$ cat src/rtl/bls_pkg.sv
package bls_pkg;
   typedef enum logic [1:0] {
      MV_HOLD  = 2'd0,
      MV_RIGHT = 2'd1,
      MV_LEFT  = 2'd2
   } move_e;
endpackage

$ cat src/rtl/bls_mode_dec.sv
module bls_mode_dec
   import bls_pkg::*;
(
   input  logic  dir_left,
   input  logic  ext_feed,
   input  logic  hold,
   input  logic  ser_in_r,
   input  logic  ser_in_l,
   input  logic  stage_first,
   input  logic  stage_last,
   output move_e move,
   output logic  entry_bit
);
   always_comb begin
      if (hold)
         move = MV_HOLD;
      else if (dir_left)
         move = MV_LEFT;
      else
         move = MV_RIGHT;
   end

   // Bit entering the vacated end: the serial input, or the bit wrapping off the far end.
   always_comb begin
      if (dir_left)
         entry_bit = ext_feed ? ser_in_l : stage_first;
      else
         entry_bit = ext_feed ? ser_in_r : stage_last;
   end
endmodule

$ cat src/rtl/bls_stage_chain.sv
module bls_stage_chain
   import bls_pkg::*;
#(
   parameter int unsigned DEPTH = 32
) (
   input  logic             clk,
   input  logic             rst_n,
   input  move_e            move,
   input  logic             entry_bit,
   output logic [DEPTH-1:0] stage_q
);
   localparam int unsigned LAST = DEPTH - 1;

   logic [DEPTH-1:0] stage_d;

   for (genvar i = 0; i < DEPTH; i++) begin : g_stage
      logic from_low;
      logic from_high;
      if (i == 0) begin : g_low_end
         assign from_low = entry_bit;
      end else begin : g_low_mid
         assign from_low = stage_q[i-1];
      end
      if (i == LAST) begin : g_high_end
         assign from_high = entry_bit;
      end else begin : g_high_mid
         assign from_high = stage_q[i+1];
      end
      always_comb begin
         unique case (move)
            MV_RIGHT: stage_d[i] = from_low;
            MV_LEFT:  stage_d[i] = from_high;
            default:  stage_d[i] = stage_q[i];
         endcase
      end
   end

   always_ff @(posedge clk or negedge rst_n) begin
      if (!rst_n)
         stage_q <= '0;
      else
         stage_q <= stage_d;
   end

   p_hold_freezes_r4: assert property (@(posedge clk) disable iff (!rst_n)
      (move == MV_HOLD) |=> $stable(stage_q))
      else $error("hold did not freeze the chain");
endmodule

$ cat src/rtl/bls_edge_taps.sv
module bls_edge_taps (
   input  logic clk,
   input  logic rst_n,
   input  logic first_d,
   input  logic last_d,
   output logic tap_first,
   output logic tap_last
);
   always_ff @(negedge clk or negedge rst_n) begin
      if (!rst_n) begin
         tap_first <= 1'b0;
         tap_last  <= 1'b0;
      end else begin
         tap_first <= first_d;
         tap_last  <= last_d;
      end
   end
endmodule

$ cat src/rtl/bidir_loop_shifter.sv
module bidir_loop_shifter
   import bls_pkg::*;
#(
   parameter int unsigned DEPTH = 32
) (
   input  logic clk,
   input  logic rst_n,
   input  logic dir_left,
   input  logic ext_feed,
   input  logic hold,
   input  logic ser_in_r,
   input  logic ser_in_l,
   output logic tap_first,
   output logic tap_last
);
   localparam int unsigned LAST = DEPTH - 1;

   if (DEPTH < 2) begin : g_bad_depth
      $error("bidir_loop_shifter: DEPTH must be at least 2");
   end

   move_e            move;
   logic             entry_bit;
   logic [DEPTH-1:0] stage_q;

   bls_mode_dec i_dec (
      .dir_left    (dir_left),
      .ext_feed    (ext_feed),
      .hold        (hold),
      .ser_in_r    (ser_in_r),
      .ser_in_l    (ser_in_l),
      .stage_first (stage_q[0]),
      .stage_last  (stage_q[LAST]),
      .move        (move),
      .entry_bit   (entry_bit)
   );

   bls_stage_chain #(.DEPTH(DEPTH)) i_chain (
      .clk       (clk),
      .rst_n     (rst_n),
      .move      (move),
      .entry_bit (entry_bit),
      .stage_q   (stage_q)
   );

   bls_edge_taps i_taps (
      .clk       (clk),
      .rst_n     (rst_n),
      .first_d   (stage_q[0]),
      .last_d    (stage_q[LAST]),
      .tap_first (tap_first),
      .tap_last  (tap_last)
   );

   // Mode snapshot at the rising edge, compared again at the falling edge.
   logic [2:0] ctrl_snap;
   logic       rose_seen;
   always_ff @(posedge clk or negedge rst_n) begin
      if (!rst_n) begin
         ctrl_snap <= '0;
         rose_seen <= 1'b0;
      end else begin
         ctrl_snap <= {dir_left, ext_feed, hold};
         rose_seen <= 1'b1;
      end
   end

   p_ctrl_stable_r9: assert property (@(negedge clk) disable iff (!rst_n)
      rose_seen |-> ({dir_left, ext_feed, hold} == ctrl_snap))
      else $error("mode input changed while clock high");

   p_feed_right_r2: assert property (@(posedge clk) disable iff (!rst_n)
      (!dir_left && ext_feed && !hold) |=> (stage_q[0] == $past(ser_in_r)))
      else $error("right feed bit not loaded into stage 1");

   p_feed_left_r3: assert property (@(posedge clk) disable iff (!rst_n)
      (dir_left && ext_feed && !hold) |=> (stage_q[LAST] == $past(ser_in_l)))
      else $error("left feed bit not loaded into last stage");

   p_rot_right_r5: assert property (@(posedge clk) disable iff (!rst_n)
      (!dir_left && !ext_feed && !hold) |=> (stage_q[0] == $past(stage_q[LAST])))
      else $error("right rotate did not wrap last stage");

   p_rot_left_r6: assert property (@(posedge clk) disable iff (!rst_n)
      (dir_left && !ext_feed && !hold) |=> (stage_q[LAST] == $past(stage_q[0])))
      else $error("left rotate did not wrap first stage");

   p_tap_track_r7: assert property (@(posedge clk) disable iff (!rst_n)
      (tap_first == stage_q[0]) && (tap_last == stage_q[LAST]))
      else $error("taps do not match end stages at rising edge");
endmodule

$ cat config.mk
export PLATFORM = sky130hd
export DESIGN_NAME = bidir_loop_shifter
export DESIGN_NICKNAME = d
export VERILOG_FILES = /design/src/rtl/bls_pkg.sv /design/src/rtl/bls_mode_dec.sv /design/src/rtl/bls_stage_chain.sv /design/src/rtl/bls_edge_taps.sv /design/src/rtl/bidir_loop_shifter.sv
export SDC_FILE = /design/constraint.sdc
export NUM_CORES = 1
export LEC_CHECK = 0
export ABC_AREA = 1
export BUFFER_PORTS_ARGS = -buffer_cell sky130_fd_sc_hd__buf_2
export CORE_AREA = 2 2 66 68
export DETAILED_ROUTE_END_ITERATION = 12
export DIE_AREA = 0 0 68 70
export GPL_ROUTABILITY_DRIVEN = 0
export PLACE_DENSITY = 0.59
export SLEW_MARGIN = 15
export SYNTH_ARGS = -nofsm -noshare
export SYNTH_HDL_FRONTEND = slang
export SYNTH_SLANG_ARGS = --single-unit
export TNS_END_PERCENT = 30
$ cat constraint.sdc
create_clock -name clk -period 0.8 [get_ports clk]
set_input_delay 0.16 -clock clk [delete_from_list [all_inputs] [get_ports clk]]
set_output_delay 0.16 -clock clk [all_outputs]
set_load 0.02 [all_outputs]
==> flow_metrics.py <==
metrics = {
    "detailed_routing": {
        "viasPerCell": 5.02,
        "drc": 0,
        "ant_nets": 0,
        "vias": 1281,
        "finalWirelength_um": 3040,
        "post_drt_wl_per_cell_um": 11.9,
        "first_pass_iters": 4,
        "drt_iter0_drc": 75,
    },
    "clock_tree": {
        "h-tree-depth": 2,
        "cts_buffers": 5,
        "tritoncts": "yes",
        "cts_root_buf": "clkbuf_8",
        "cts_buffer_depth": 2,
        "cts_sinks": 34,
        "cts_setup_buffers": 0,
        "clk_pin_slew_ns": 0.06,
        "clk_latency_ns": 0.29,
    },
    "grt": {
        "overflow": 0,
        "antenna_found_initial": 0,
        "grt_pass1_vias": 1143,
        "grt_pass1_wl_um": 5380,
        "grt_usage_pct": 15.1,
        "grt_max_degree": 27,
    },
    "critical_path": {
        "crit_slowest_cell": "dfrtn_1",
        "reg2reg_from": "i_chain.stage_q[0]$_DFFE_PN0P_",
        "crit_start": "i_taps.tap_first$_DFF_NN0_",
        "max_stage_delay_ns": 0.41,
        "start_kind": "register",
        "endpoint_kind": "output pin",
        "crit_chain": "buf_6",
        "path_max_fanout": 1,
        "path_buf_inv": 1,
        "arrival_ns": 1.21,
        "worst-setup-path-type": "reg2out",
        "cpLargestDelayFamily": "flip-flops",
        "rrSetupSlack_ns": -0.14,
        "worstPathRequired_ns": 0.64,
    },
    "layout": {
        "layout-drive-gt1-share_pct": 19.7,
        "nFillCells": 420,
        "area_growth_pct": 20.7,
        "layout.nets": 209,
        "utilization_pct": 44.8,
        "antenna_cells": 0,
    },
    "synth": {
        "synthTopCellsByArea": "dfrtp_1, o21ai_0, o21ai_1",
        "synth.avg_cell_area_sq_um": 8.41,
        "yosysUniqueCellTypes": 15,
        "syn_nets": 190,
        "synth_area_leader_cell": "dfrtp_1",
        "synth-seq-cells": 34,
        "yosysSeqAreaShare_pct": 55.3,
        "syn_area_sq_um": 1540,
        "ys_warn_count": 0,
        "synth_top_area_share_pct": 52.0,
        "postSynthCellCount": 183,
    },
    "sta": {
        "hold_viol": 0,
        "finClkSkew_ns": 0.00784,
        "fin_ws_ns": -0.574,
        "finalSetupViolations": 7,
        "fin_hold_ws_ns": 0.191,
        "tns_ns": -1.49,
        "rsz0062_at_grt": "yes",
        "worst_pin_slew_ns": 0.274,
        "max_slew_margin_pct": 81.7,
        "slew_viol_final": 0,
    },
    "floorplanning": {
        "start_util_pct": 37.1,
        "die_h_um": 70,
        "core_area_sq_um": 4140,
        "rows": 24,
        "dieArea_sq_um": 4760,
        "die_x_um": 68,
        "boundaryPins": 9,
    },
    "power_and_ir_drop": {
        "p_sw_mw": 1.14,
        "leakagePower_nw": 0.835,
        "p_per_area_nw_per_um2": 2180,
        "p_int_mw": 2.91,
        "comb_power_share_pct": 16.8,
        "ir_drop_v": 0.00103,
        "pwr-share-clk_pct": 29.8,
        "p_seq_share_pct": 53.4,
        "switching_share_pct": 28.2,
    },
    "worst_hold_path": {
        "worstHoldStart": "ext_feed",
        "min_path_type": "in2reg",
    },
    "placed_design": {
        "dp_hpwl_um": 1970,
        "numPortBuffers": 8,
    },
    "status": {
        "violations": "setup timing",
        "outcome": "finished, violations left",
    },
    "job": {
        "maxCapViolations": 0,
    },
}
==> final timing paths <==
kind                                                        end  cells after the start
worst max-delay path                                  tap_first                      1
worst min-delay path            i_chain.stage_q[31]$_DFFE_PN0P_                      4
worst max register to register       i_taps.tap_first$_DFF_NN0_                      0
worst min register to register  i_chain.stage_q[28]$_DFFE_PN0P_                      2
max in group asynchronous            i_taps.tap_first$_DFF_NN0_                      2
min in group asynchronous       i_chain.stage_q[31]$_DFFE_PN0P_                      2
==> final cells by class <==
| cell class | count | area, sq um | share of cell area, % |
|---|---|---|---|
| sequential | 34 | 851 | 45.8 |
| clock buffer | 8 | 80.1 | 4.31 |
| inverter | 6 | 25.0 | 1.35 |
| multi-input combinational | 131 | 613 | 33.0 |
| timing repair buffer | 24 | 224 | 12.1 |
| tap | 52 | 65.1 | 3.50 |
==> repair_timing <==
item | in CTS | in global routing
pin swaps | 0 | 2
hold buffers | 1 | 0
endpoints found under the hold margin | 34 | 0
gates resized for setup | 6 | 17
endpoints found under the setup margin | 7 | 33
==> power groups by stage <==
stage               Sequential [mW]  Combinational, mW  Clock [mW]
CTS                            2.15              0.650        1.25
finish                         2.16              0.680        1.21
global route                   2.20              0.776        1.32
global placement               2.18              0.613           0
floorplan                      2.16              0.398           0
detailed placement             2.18              0.624           0
==> worst min-delay path: cells and delay by family <==
family	cells	cell delay, ns
buf+inv	1	0.10
compound gates	1	0.04
simple gates	2	0.13
==> logic make-up after synthesis <==
kind of cell | Yosys count | share of synthesized area [%]
flops | 34 | 55.3
simple gates | 67 | 16.5
compound gates | 64 | 21.1
buf+inv | 18 | 7.07
==> metal layers <==
metal | track usage (%) | vias up | routed length (um)
met5 | 0 | - | 0
met4 | 8.67 | 0 | 82
met3 | 3.38 | 6 | 75
met2 | 19.1 | 16 | 1360
met1 | 23.1 | 618 | 1520
li1 | - | 641 | -
==> metrics by stage <==
step | worst slack (ns) | instance area (sq um) | cells | power [mW]
finish | -0.574 | 1860 | 255 | 4.05
global route | -0.589 | 1860 | 255 | 4.30
CTS | -0.580 | 1810 | 255 | 4.05
detailed placement | -0.275 | 1710 | 246 | 2.80
global placement | -0.282 | 1710 | 246 | 2.79
floorplan | -0.233 | 1540 | 183 | 2.55
==> flip-flops by register name, indices dropped and copies added (netlist names) <==
name / flops
i_chain.stage_q: 32
i_taps.tap_last: 1
i_taps.tap_first: 1
==> synth_stat cells (all sizes together) <==
master,instances
a21oi,3
buf,12
dfrtn,2
dfrtp,32
inv,6
nand2,34
nand3,2
nor2,31
o21ai,60
o22ai,1
==> layout by cell type (no fill, tap or decap), types with 3 or more instances in the layout <==
master    Yosys  routed
nand2_1      34      32
o21ai_0      30      25
nor2_1       31      30
buf_12        0       3
clkbuf_8      0       5
buf_4         3       9
dfrtp_1      32      32
clkbuf_1      0       3
buf_2         6       6
inv_1         4       3
buf_6         3       5
o21ai_1      30      33
Power figures use the tool's default switching activity.
